`src/rtl/rxq_pkg.sv`:
```
package rxq_pkg;
   // Threshold selector codes for the data interrupt
   typedef enum logic [1:0] {
      TRIG_SEL_A = 2'd0,
      TRIG_SEL_B = 2'd1,
      TRIG_SEL_C = 2'd2,
      TRIG_SEL_D = 2'd3
   } trig_code_e;
endpackage

```
`src/rtl/rxq_store.sv`:
```
module rxq_store #(
   parameter int unsigned DATA_W          = 8,
   parameter int unsigned DEPTH           = 16,
   parameter bit          ZERO_WHEN_EMPTY = 1'b1
) (
   input  logic                       clk,
   input  logic                       rst_n,
   input  logic                       push_req,
   input  logic [DATA_W-1:0]          data_in,
   input  logic                       pop_req,
   output logic [DATA_W-1:0]          head,
   output logic [$clog2(DEPTH+1)-1:0] level,
   output logic                       full,
   output logic                       empty,
   output logic                       push_ok,
   output logic                       pop_ok
);
   localparam int unsigned AW = $clog2(DEPTH);
   localparam int unsigned LW = $clog2(DEPTH + 1);

   if ((1 << AW) != DEPTH) begin : g_bad_depth
      $error("rxq_store: DEPTH must be a power of two");
   end

   logic [DATA_W-1:0] mem [DEPTH];
   logic [AW-1:0]     wr_ptr, rd_ptr;

   assign full    = (level == LW'(DEPTH));
   assign empty   = (level == '0);
   assign push_ok = push_req && !full;
   assign pop_ok  = pop_req && !empty;

   always_ff @(posedge clk) begin
      if (push_ok) mem[wr_ptr] <= data_in;
   end

   always_ff @(posedge clk or negedge rst_n) begin
      if (!rst_n) begin
         wr_ptr <= '0;
         rd_ptr <= '0;
         level  <= '0;
      end else begin
         if (push_ok) wr_ptr <= wr_ptr + AW'(1);
         if (pop_ok)  rd_ptr <= rd_ptr + AW'(1);
         case ({push_ok, pop_ok})
            2'b10:   level <= level + LW'(1);
            2'b01:   level <= level - LW'(1);
            default: level <= level;
         endcase
      end
   end

   if (ZERO_WHEN_EMPTY) begin : g_masked_head
      assign head = empty ? '0 : mem[rd_ptr];
   end else begin : g_raw_head
      assign head = mem[rd_ptr];
   end


   no_overflow_chk: assert property (@(posedge clk) disable iff (!rst_n)
      (full && push_req && !pop_req) |=> (level == LW'(DEPTH)) && $stable(head));


   push_pop_level_chk: assert property (@(posedge clk) disable iff (!rst_n)
      (push_ok && pop_ok) |=> $stable(level));


   empty_pop_chk: assert property (@(posedge clk) disable iff (!rst_n)
      (empty && pop_req && !push_req) |=> empty);
endmodule

```
`src/rtl/rxq_idle_timer.sv`:
```
module rxq_idle_timer #(
   parameter int unsigned LIMIT = 4
) (
   input  logic clk,
   input  logic rst_n,
   input  logic active,
   input  logic touch,
   input  logic tick,
   output logic expired
);
   localparam int unsigned CW = $clog2(LIMIT + 1);

   if (LIMIT < 1) begin : g_bad_limit
      $error("rxq_idle_timer: LIMIT must be at least 1");
   end

   logic [CW-1:0] cnt;

   always_ff @(posedge clk or negedge rst_n) begin
      if (!rst_n)                         cnt <= '0;
      else if (!active || touch)          cnt <= '0;
      else if (tick && cnt != CW'(LIMIT)) cnt <= cnt + CW'(1);
   end

   assign expired = (cnt == CW'(LIMIT));


   expire_needs_tick_chk: assert property (@(posedge clk) disable iff (!rst_n)
      $rose(expired) |-> $past(tick) && $past(active));


   touch_clears_chk: assert property (@(posedge clk) disable iff (!rst_n)
      touch |=> !expired);
endmodule

```
`src/rtl/rx_fifo_trigtimer.sv`:
```
module rx_fifo_trigtimer #(
   parameter int unsigned DATA_W          = 8,
   parameter int unsigned DEPTH           = 16,
   parameter int unsigned IDLE_CHARS      = 4,
   parameter int unsigned TRIG_LVL_A      = 1,
   parameter int unsigned TRIG_LVL_B      = 4,
   parameter int unsigned TRIG_LVL_C      = 8,
   parameter int unsigned TRIG_LVL_D      = 14,
   parameter bit          ZERO_WHEN_EMPTY = 1'b1
) (
   input  logic                       clk,
   input  logic                       rst_n,
   input  logic [DATA_W-1:0]          rx_byte,
   input  logic                       rx_valid,
   input  logic                       rd_strobe,
   input  logic [1:0]                 trig_sel,
   input  logic                       irq_en,
   input  logic                       char_tick,
   input  logic                       ovr_clear,
   output logic [DATA_W-1:0]          rd_data,
   output logic [$clog2(DEPTH+1)-1:0] fill_level,
   output logic                       data_irq,
   output logic                       timeout_irq,
   output logic                       overrun
);
   import rxq_pkg::*;

   localparam int unsigned LW = $clog2(DEPTH + 1);

   if (TRIG_LVL_A < 1 || TRIG_LVL_A > DEPTH || TRIG_LVL_B < 1 || TRIG_LVL_B > DEPTH ||
       TRIG_LVL_C < 1 || TRIG_LVL_C > DEPTH || TRIG_LVL_D < 1 || TRIG_LVL_D > DEPTH)
   begin : g_bad_trig
      $error("rx_fifo_trigtimer: trigger levels must lie in 1..DEPTH");
   end

   logic          full, empty, push_ok, pop_ok, idle_expired;
   logic [LW-1:0] trig_lvl;

   rxq_store #(
      .DATA_W(DATA_W), .DEPTH(DEPTH), .ZERO_WHEN_EMPTY(ZERO_WHEN_EMPTY)
   ) u_store (
      .clk(clk), .rst_n(rst_n),
      .push_req(rx_valid), .data_in(rx_byte), .pop_req(rd_strobe),
      .head(rd_data), .level(fill_level),
      .full(full), .empty(empty), .push_ok(push_ok), .pop_ok(pop_ok)
   );

   rxq_idle_timer #(.LIMIT(IDLE_CHARS)) u_idle (
      .clk(clk), .rst_n(rst_n),
      .active(!empty), .touch(push_ok || pop_ok), .tick(char_tick),
      .expired(idle_expired)
   );

   always_comb begin
      case (trig_code_e'(trig_sel))
         TRIG_SEL_A: trig_lvl = LW'(TRIG_LVL_A);
         TRIG_SEL_B: trig_lvl = LW'(TRIG_LVL_B);
         TRIG_SEL_C: trig_lvl = LW'(TRIG_LVL_C);
         default:    trig_lvl = LW'(TRIG_LVL_D);
      endcase
   end

   assign data_irq    = irq_en && (fill_level >= trig_lvl);
   assign timeout_irq = irq_en && idle_expired && !empty;

   always_ff @(posedge clk or negedge rst_n) begin
      if (!rst_n)                 overrun <= 1'b0;
      else if (rx_valid && full)  overrun <= 1'b1;
      else if (ovr_clear)         overrun <= 1'b0;
   end


   overrun_set_chk: assert property (@(posedge clk) disable iff (!rst_n)
      (rx_valid && full) |=> overrun);


   overrun_hold_chk: assert property (@(posedge clk) disable iff (!rst_n)
      (overrun && !ovr_clear) |=> overrun);


   data_irq_nonempty_chk: assert property (@(posedge clk) disable iff (!rst_n)
      data_irq |-> (fill_level != '0));


   timeout_nonempty_chk: assert property (@(posedge clk) disable iff (!rst_n)
      timeout_irq |-> (fill_level != '0));
endmodule

```
`config.mk`:
```
export PLATFORM = sky130hd
export DESIGN_NAME = rx_fifo_trigtimer
export DESIGN_NICKNAME = d
export VERILOG_FILES = /design/src/rtl/rxq_pkg.sv /design/src/rtl/rxq_store.sv /design/src/rtl/rxq_idle_timer.sv /design/src/rtl/rx_fifo_trigtimer.sv
export SDC_FILE = /design/constraint.sdc
export NUM_CORES = 1
export LEC_CHECK = 0
export BUFFER_PORTS_ARGS = -buffer_cell sky130_fd_sc_hd__buf_2
export CELL_PAD_IN_SITES_DETAIL_PLACEMENT = 1
export CELL_PAD_IN_SITES_GLOBAL_PLACEMENT = 1
export CORE_UTILIZATION = 45
export DETAILED_ROUTE_END_ITERATION = 10
export PLACE_DENSITY = 0.68
export SLEW_MARGIN = 5
export SYNTH_ARGS = -nofsm -noshare
export SYNTH_HDL_FRONTEND = slang
export SYNTH_SLANG_ARGS = --single-unit
```
`constraint.sdc`:
```
create_clock -name clk -period 4.85 [get_ports clk]
set_clock_uncertainty 0.2 [all_clocks]
set_input_delay 0 -clock clk [delete_from_list [all_inputs] [get_ports clk]]
set_output_delay 0 -clock clk [all_outputs]
set_load 0.01 [all_outputs]
```
Yosys cells after proc, flatten, opt, wreduce, memory -nomap -nowiden
Memories as Yosys holds them, arrays and structs flattened.
Index checks and enable logic that the tools add are counted.
Word-level totals
  register bits: 17
  bits of input ports: 17
  output and inout port bits: 16
  bits in writable memories: 128
  memories: 1
Cells by class
  reduce and logical (&&, ||, !) cells: 16
  add/subtract/negate cells: 5
  mux-type cells: 9
  eq/ne operators: 7
  magnitude comparators: 1
Memories
  u_store.mem: words 16, bits a word 8, rd ports 1, clocked after memory_dff 0, wr ports 1, line rxq_store.sv:25  | logic [DATA_W-1:0] mem [DEPTH];
Operator list (number)
  one-hot mux 4 bit (3 select lines): 1
  one-hot mux 5 bit (2 select lines): 1
  adder 4 x 1 -> 4 bit, second input constant: 2
  2-to-1 mux 8 bit: 1
  logical AND 1 bit: 7
  2-to-1 mux 3 bit: 2
  nonzero test 2 bit: 3
  adder 5 x 1 -> 5 bit, second input constant: 1
  equality test 5 bit, second input constant: 1
  >= comparator 5 bit: 1
  logical NOT 5 bit: 1
  subtractor 5 x 1 -> 5 bit, second input constant: 1
  equality test 2 x 1 -> 1 bit, second input constant: 2
  equality test 2 bit, second input constant: 2
  2-to-1 mux 1 bit: 4
  adder 3 x 1 -> 3 bit, second input constant: 1
  equality test 3 bit, second input constant: 1
  != test 3 bit, second input constant: 1
  logical NOT 1 bit: 2
  logical NOT 2 bit: 1
  logical OR 1 bit: 2

Depth between registers and ports, before layout
Gate-level depths: netlist of the first run.
  depth in word-level cells: 6
  depth in mapped cells: 13
  gate-level depth less buffers: 11

By module
Synthesis of the first run repeated with hierarchy kept, for this count alone.
Unflattened totals
  cells, all modules: 349
  area total of the unflattened synthesis: 6252.2 um^2
By module, submodules not included
  rxq_store: seq. area each 4169.0 um^2, cells an instance 309, instances 1, area an instance 5888.1 um^2
  rxq_idle_timer: seq. area each 75.1 um^2, cells an instance 18, instances 1, area an instance 202.7 um^2
  rx_fifo_trigtimer: seq. area each 25.0 um^2, cells an instance 22, instances 1, area an instance 161.4 um^2

Worst setup path before layout of the first run
No wires, ideal clock.
  path type: register to register
  start: reg u_store.level[2]
  end: reg u_store.level[4]
  clock period less this slack: 2945 ps
  required time: 4516 ps
  arrival time: 2611 ps
  path buffers: 2
  setup slack: 1905 ps
  cell stages (with the launch flop): 13
  path through: dfrtp_1 > clkbuf_1 > nor4_2 > nand2b_1 > nand2_1 > inv_1 > ha_1 > clkbuf_1 > xor2_1 > ha_1 > nor4_1 > o311ai_0 > xnor2_1
On the way
  longest elaborated chain between the ends: 5
RTL lines
  from (decl): line rxq_store.sv:12  | output logic [$clog2(DEPTH+1)-1:0] level,
  from (signal assigned): line rxq_store.sv:46  | 2'b10: level <= level + LW'(1);
  from (signal assigned): line rxq_store.sv:47  | 2'b01: level <= level - LW'(1);
  from (signal assigned): line rxq_store.sv:48  | default: level <= level;
  logical NOT 5 bit *: line rxq_store.sv:29  | assign empty = (level == '0);
  logical NOT 1 bit *: line rxq_store.sv:31  | assign pop_ok = pop_req && !empty;
  logical AND 1 bit *: line rxq_store.sv:31
  via pop_ok: line rx_fifo_trigtimer.sv:36  | logic full, empty, push_ok, pop_ok, idle_expired;
  equality test 2 x 1 -> 1 bit / equality test 2 bit (equally long branches): line rxq_store.sv:45  | case ({push_ok, pop_ok})
  one-hot mux 5 bit (2 select lines) / nonzero test 2 bit (equally long branches)
Mark *: on every way through the listed nets, which the timed path passes. The rest lies on a longest branch.
A chain may end at the register's enable or synchronous reset.

Worst setup path in the final report of the first run
Ends and elaborated chain as after synthesis.

==> metrics.csv, run 1 <==
stage;metric;value;unit
cells_and_area;drive_gt1_share;26.1;%
clock_tree;clock_sinks;145;
timing;layout_min_cycle_time;3340;ps
power;p_leak;2.55;nW
setup_path;endpoint_kind;register;
cells_and_area;final_util;54.2;%
route;vias;3112;
synthesis;netlist_area;6140;µm²
cells_and_area;regArea;4270;µm²
power;clkPwrFrac;31.7;%
power;ir_worst_vdd;0.404;mV
setup_path;reg2reg_from;u_store.level[2];
synthesis;avgSynthCellArea;18.2;µm²
clock_tree;ctsRootBufferMaster;clkbuf_16;
placement;port-buffer-count;32;
setup_path;path_max_fanout;13;
timing;setup_viol;0;
flow_run;maxCapViolations;0;
power;p_seq_share;39.9;%
synthesis;yosysWarnings;0;
floorplanning;initial_core_util;46.2;%
global_routing;grt_overflow;0;
timing;relSlewSlack;33.5;%
global_routing;grt_pass1_wl;18.5;mm
worst_hold_path;hold_start;irq_en;
global_routing;grt_max_degree;28;
clock_tree;clk_pin_slew_worst_paths;60;ps
clock_tree;cts_max_level;4;
worst_hold_path;hp-class;in -> out;
floorplanning;die_x;119;µm
power;switching_share;30.2;%
cells_and_area;area_delta_synth_final;17.4;%
power;fin_total_pwr;4.26;mW
timing;whs;140;ps
clock_tree;cts_tree;done;
route;ant_nets;0;
cells_and_area;final_nets;425;
route;post_drt_wl_per_cell;20.6;µm
setup_path;worst_ep_required_time;4950;ps
cells_and_area;fin_area;7210;µm²
placement;dp_hpwl;7.46;mm
setup_path;worstPathArrival;3440;ps
timing;period_share;68.9;%
clock_tree;post_cts_buffers;0;
floorplanning;fp.coreArea;13300;µm²
power;p_comb_share;28.4;%
timing;rsz0062_at_grt;false;
power;internal-power;2.98;mW
clock_tree;insertion_delay;420;ps
route;routed_via_density;5.35;
cells_and_area;antenna_cells;0;
route;drt-total-wl;12.0;mm
route;drt_drc_violations_left;0;
power;p_per_area;592;nW/µm²
setup_path;crit_start;u_store.level[2];
placement;placedInstanceArea;6440;µm²
floorplanning;pin_count;33;
outcome;status;finished clean;
floorplanning;die_h;119;µm
setup_path;critical_path_class;reg -> reg;
synthesis;ys_seq_area_share;69.5;%
global_routing;antenna_found_initial;0;
synthesis;synth.distinct_cells;39;
route;drt_iter0_markers;176;
timing;fmax;299;MHz
timing;slew_violations;0;
timing;worst_pin_slew;997;ps
floorplanning;placementRows;42;
clock_tree;clockBufferDepth;2;
synthesis;syn_inst;338;
placement;gp_congestion;0.736;
synthesis;async_reset_ff_share;11.7;%
clock_tree;cts_buffers;17;
route;dr.pass1.iters;4;
synthesis;ys.flop_type;edfxtp_1;
power;p_sw;1.29;mW
global_routing;grt_usage;18.5;%
synthesis;syn-num-nets;370;
floorplanning;dieArea;14100;µm²
setup_path;cp-start-kind;register;
synthesis;ys_ff_latch;145;
timing;final-hold-violation-count;0;
synthesis;synth_edf_count;128;
cells_and_area;n_fill_cell;1219;
timing;finalSetupTns;0;ps
global_routing;grt_pass1_vias;3345;
cells_and_area;multi_input_area;1690;µm²
[cell usage after synthesis, types with 2 or more instances]
| cell | number | area [µm²] |
|---|---|---|
| edfxtp_1 | 128 | 3840 |
| mux4_2 | 23 | 518 |
| dfrtp_1 | 17 | 425 |
| nor2_1 | 17 | 63.8 |
| a21oi_1 | 15 | 75.1 |
| ha_1 | 15 | 188 |
| nand2_1 | 13 | 48.8 |
| inv_1 | 12 | 45.0 |
| xnor2_1 | 11 | 96.3 |
| mux2_2 | 10 | 113 |
| mux4_1 | 9 | 236 |
| mux2i_1 | 8 | 80.1 |
| o21ai_0 | 7 | 35.0 |
| buf_6 | 5 | 56.3 |
| clkbuf_1 | 5 | 18.8 |
| nor3_1 | 5 | 25.0 |
| nand2b_1 | 4 | 25.0 |
| nand3_1 | 4 | 20.0 |
| xor2_1 | 4 | 35.0 |
| o21ai_1 | 3 | 15.0 |
| a21boi_0 | 2 | 15.0 |
| buf_1 | 2 | 7.51 |
| buf_2 | 2 | 10.0 |
| buf_4 | 2 | 15.0 |
[path summary, 6_finish.rpt]
| check | endpoint | slack (ps) | depth (start not counted) |
|---|---|---|---|
| worst min register to register | u_idle.cnt[2] | 360 | 2 |
| worst min-delay path | data_irq | 140 | 4 |
| min in group asynchronous | u_store.level[3] | 590 | 3 |
| worst max-delay path | u_store.level[4] | 1510 | 10 |
| worst max register to register | u_store.level[4] | 1510 | 10 |
| max in group asynchronous | u_store.wr_ptr[3] | 3300 | 3 |
[cell usage in the layout, fill, tap and decap left out, types with 2 or more instances in the layout]
| cell | instances |
|---|---|
| edfxtp_1 | 128 |
| buf_2 | 32 |
| mux4_2 | 23 |
| nor2_1 | 17 |
| clkbuf_16 | 17 |
| dfrtp_1 | 17 |
| a21oi_1 | 15 |
| ha_1 | 15 |
| dlygate4sd3_1 | 15 |
| nand2_1 | 13 |
| inv_1 | 12 |
| xnor2_1 | 11 |
| mux2_2 | 10 |
| mux4_1 | 9 |
| mux2i_1 | 8 |
| o21ai_0 | 7 |
| buf_4 | 7 |
| nor3_1 | 5 |
| clkinvlp_4 | 5 |
| xor2_1 | 4 |
| nand2b_1 | 4 |
| nand3_1 | 4 |
| bufinv_16 | 4 |
| o21ai_1 | 3 |
| clkinv_2 | 3 |
| a21boi_0 | 2 |
| clkinv_4 | 2 |
[critical path: stages, from the launching register on]
cell and delay, ps:
dfrtp_1 490, nor4_2 460, nand2b_1 370, nand2_1 270, inv_1 80, ha_1 290
xor2_1 200, ha_1 250, nor4_1 260, o311ai_0 190, xnor2_1 160
[stage by stage]
step,setup WS (ps),instances
after global routing,1120,582
final,1510,582
after global placement,1610,535
after floorplan,1910,338
after detailed placement,1480,535
after CTS,1470,582
[logic make-up after synthesis]
group,Yosys count,share of synthesized area (%)
flops,145,69.5
fa+ha+maj,15,3.06
xor+xnor,15,2.14
simple gates,50,3.83
compound gates,33,3.10
mux,50,15.4
buf+inv,30,2.95
[registers in the layout (all words and copies together) (netlist names)]
name / flops
u_store.mem: 128
u_store.wr_ptr: 4
overrun: 1
u_store.level: 5
u_store.rd_ptr: 4
u_idle.cnt: 3
[cell type report]
type | count | area share [%]
clock buffers | 18 | 5.95
repair buffers | 54 | 5.03
clock inverters | 14 | 2.64
multi-input cells | 163 | 23.5
inverters | 12 | 0.625
flip-flops and latches | 145 | 59.2
well taps | 176 | 3.06
[power groups by stage]
stage	clock network [mW]	registers, mW	logic (mW)
floorplan	0	1.63	0.983
detailed placement	0	1.72	1.22
global route	1.41	1.73	1.33
finish	1.35	1.70	1.21
CTS	1.38	1.70	1.24
global placement	0	1.71	1.21
[repair_timing]
item,CTS,global route
endpoints found under the hold margin,156,0
resized for setup,0,0
hold buffers,15,0
[layer usage]
layer / share of wire, % / vias up / GRT usage (%)
met1: 44 / 1607 / 22.9
met5: 0 / - / 0
li1: - / 1433 / -
met2: 51 / 59 / 31.7
met4: 1.6 / 0 / 6.49
met3: 3.4 / 13 / 4.55
(Power assumes the default switching activity.)
==> run 2, diff against run 1 <==
Clock period 4.85 ns to 3.4 ns, I/O delays scaled along.
==> metrics.csv, run 2 (synthesized netlist as in run 1, its figures left out) <==
stage;metric;value;unit
timing;slew_violations;0;
setup_path;reg2reg_slack;420;ps
placement;port-buffer-count;32;
cells_and_area;most-common-layout-cells;edfxtp_1, buf_2, mux4_2;
route;dr.pass1.iters;4;
floorplanning;dieArea;14100;µm²
floorplanning;fp.coreArea;13300;µm²
setup_path;critical_path_class;reg -> reg;
outcome;status;finished clean;
setup_path;reg2reg_from;u_store.level[2];
route;vias;3214;
clock_tree;clock_sinks;145;
floorplanning;placementRows;42;
clock_tree;clockBufferDepth;2;
route;drt_iter0_markers;208;
setup_path;crit_top_cell;ha_1;
global_routing;grt_usage;19.3;%
timing;setup_viol;0;
floorplanning;initial_core_util;46.2;%
worst_hold_path;whs_endpoint;data_irq;
timing;final-hold-violation-count;0;
placement;gp_congestion;0.712;
floorplanning;die_x;119;µm
clock_tree;clk_pin_slew_worst_paths;60;ps
cells_and_area;top_register;u_store.mem;
setup_path;endpoint_kind;register;
timing;fmax;336;MHz
clock_tree;cts_buffers;17;
clock_tree;cts_tree;done;
setup_path;cpPeakStageDelay;480;ps
timing;worst_pin_slew;876;ps
cells_and_area;final_nets;439;
worst_hold_path;holdPathStages;4;
route;post_drt_wl_per_cell;20.8;µm
route;drt-total-wl;12.4;mm
timing;whs;141;ps
route;drt_drc_violations_left;0;
route;routed_via_density;5.39;
flow_run;maxCapViolations;0;
global_routing;grt_pass1_vias;3417;
setup_path;cp-start-kind;register;
cells_and_area;top_regs;u_store.mem: 128 flops, u_store.level: 5 flops;
setup_path;path_max_fanout;9;
clock_tree;cts_max_level;4;
floorplanning;die_h;119;µm
setup_path;r2r_end;u_store.level[4];
floorplanning;pin_count;33;
clock_tree;ctsRootBufferMaster;clkbuf_16;
global_routing;grt_max_degree;36;
clock_tree;insertion_delay;420;ps
cells_and_area;area_delta_synth_final;18.3;%
timing;rsz0062_at_grt;false;
cells_and_area;antenna_cells;0;
cells_and_area;largest_reg_flops;128;
timing;period_share;87.6;%
power;ir_worst_vdd;0.402;mV
cells_and_area;drive_gt1_share;28.1;%
global_routing;grt_pass1_wl;19.2;mm
worst_hold_path;hp-class;in -> out;
power;p_leak;2.61;nW
worst_hold_path;hold_start;irq_en;
cells_and_area;final_util;54.6;%
power;p_per_area;824;nW/µm²
setup_path;reg2regPathDepth;9;
timing;layout_min_cycle_time;2980;ps
global_routing;grt_overflow;0;
global_routing;antenna_found_initial;0;
setup_path;worstPathArrival;3120;ps
placement;dp_hpwl;7.74;mm
timing;finalSetupTns;0;ps
cells_and_area;final_common_cell;edfxtp_1;
timing;relSlewSlack;41.6;%
route;ant_nets;0;
setup_path;worst_ep_required_time;3540;ps
setup_path;slowest_stage;dfrtp_1;
setup_path;cp_cell_sequence;nor4_2 -> a21boi_2 -> inv_1 -> ha_1 -> xor2_1 -> ha_1 -> nor4_1 -> o311ai_0 -> xnor2_1;
## run 2: cell count changes in the layout (fill, tap and decap cells not counted)
cell,before,now
clkinvlp_4,5,3
inv_6,0,2
bufinv_16,4,2
buf_4,7,21
clkinv_1,0,2
## run 2: cell type report
type	instances	area [µm²]
fillers	1211	6030
flip-flops and latches	145	4270
multi-input cells	163	1690
repair buffers	68	468
clock buffers	18	429
well taps	176	220
clock inverters	14	140
inverters	12	45.0
## run 2: timing repair
| action | CTS | global route |
|---|---|---|
| resized for setup | 0 | 0 |
| hold buffers | 15 | 0 |
| setup buffers | 0 | 0 |
| hold endpoints to repair | 156 | 0 |
## run 2: metal layers
layer | global-route usage (%) | part of all wire (%)
met3 | 5.51 | 5.6
met2 | 31.3 | 50
met5 | 0 | 0
met4 | 8.47 | 1.8
met1 | 24.2 | 42
## run 2: worst max-delay path, delay by kind of cell, from the launching register on
family,cells,cell delay [ps]
XOR/XNOR,2,340
AO/OA/AOI/OAI,2,620
flip-flops,1,480
buffers and inverters,1,140
adder cells (fa/ha/maj),2,570
AND/OR/NAND/NOR,2,530
## run 2: stage by stage
step / area [µm²] / instances / setup slack, ps / total power [mW]
2_1_floorplan: 6140 / 338 / 455 / 3.73
3_3_place_gp: 6540 / 549 / 501 / 4.20
3_5_place_dp: 6540 / 549 / 415 / 4.26
4_1_cts: 7260 / 596 / 406 / 6.06
5_1_grt: 7260 / 596 / 114 / 6.29
6_report: 7260 / 596 / 421 / 5.99
## run 2: how the worst max path moves through the flow
stage	start	end	cells past startpoint
finish	u_store.level[2]	u_store.level[4]	9
global route	u_store.level[2]	u_store.level[4]	9
CTS	u_store.level[1]	u_store.level[4]	9
detailed placement	u_store.level[2]	u_store.level[4]	9
global placement	u_store.level[2]	u_store.level[4]	10
floorplan	u_store.level[2]	u_store.level[4]	12
## run 2: report_power, final
part | internal (mW) | leakage, nW | switching, mW
sequential | 2.18 | 1.36 | 0.233
combinational | 0.874 | 0.976 | 0.916
clock | 1.07 | 0.272 | 0.710
total | 4.13 | 2.61 | 1.86
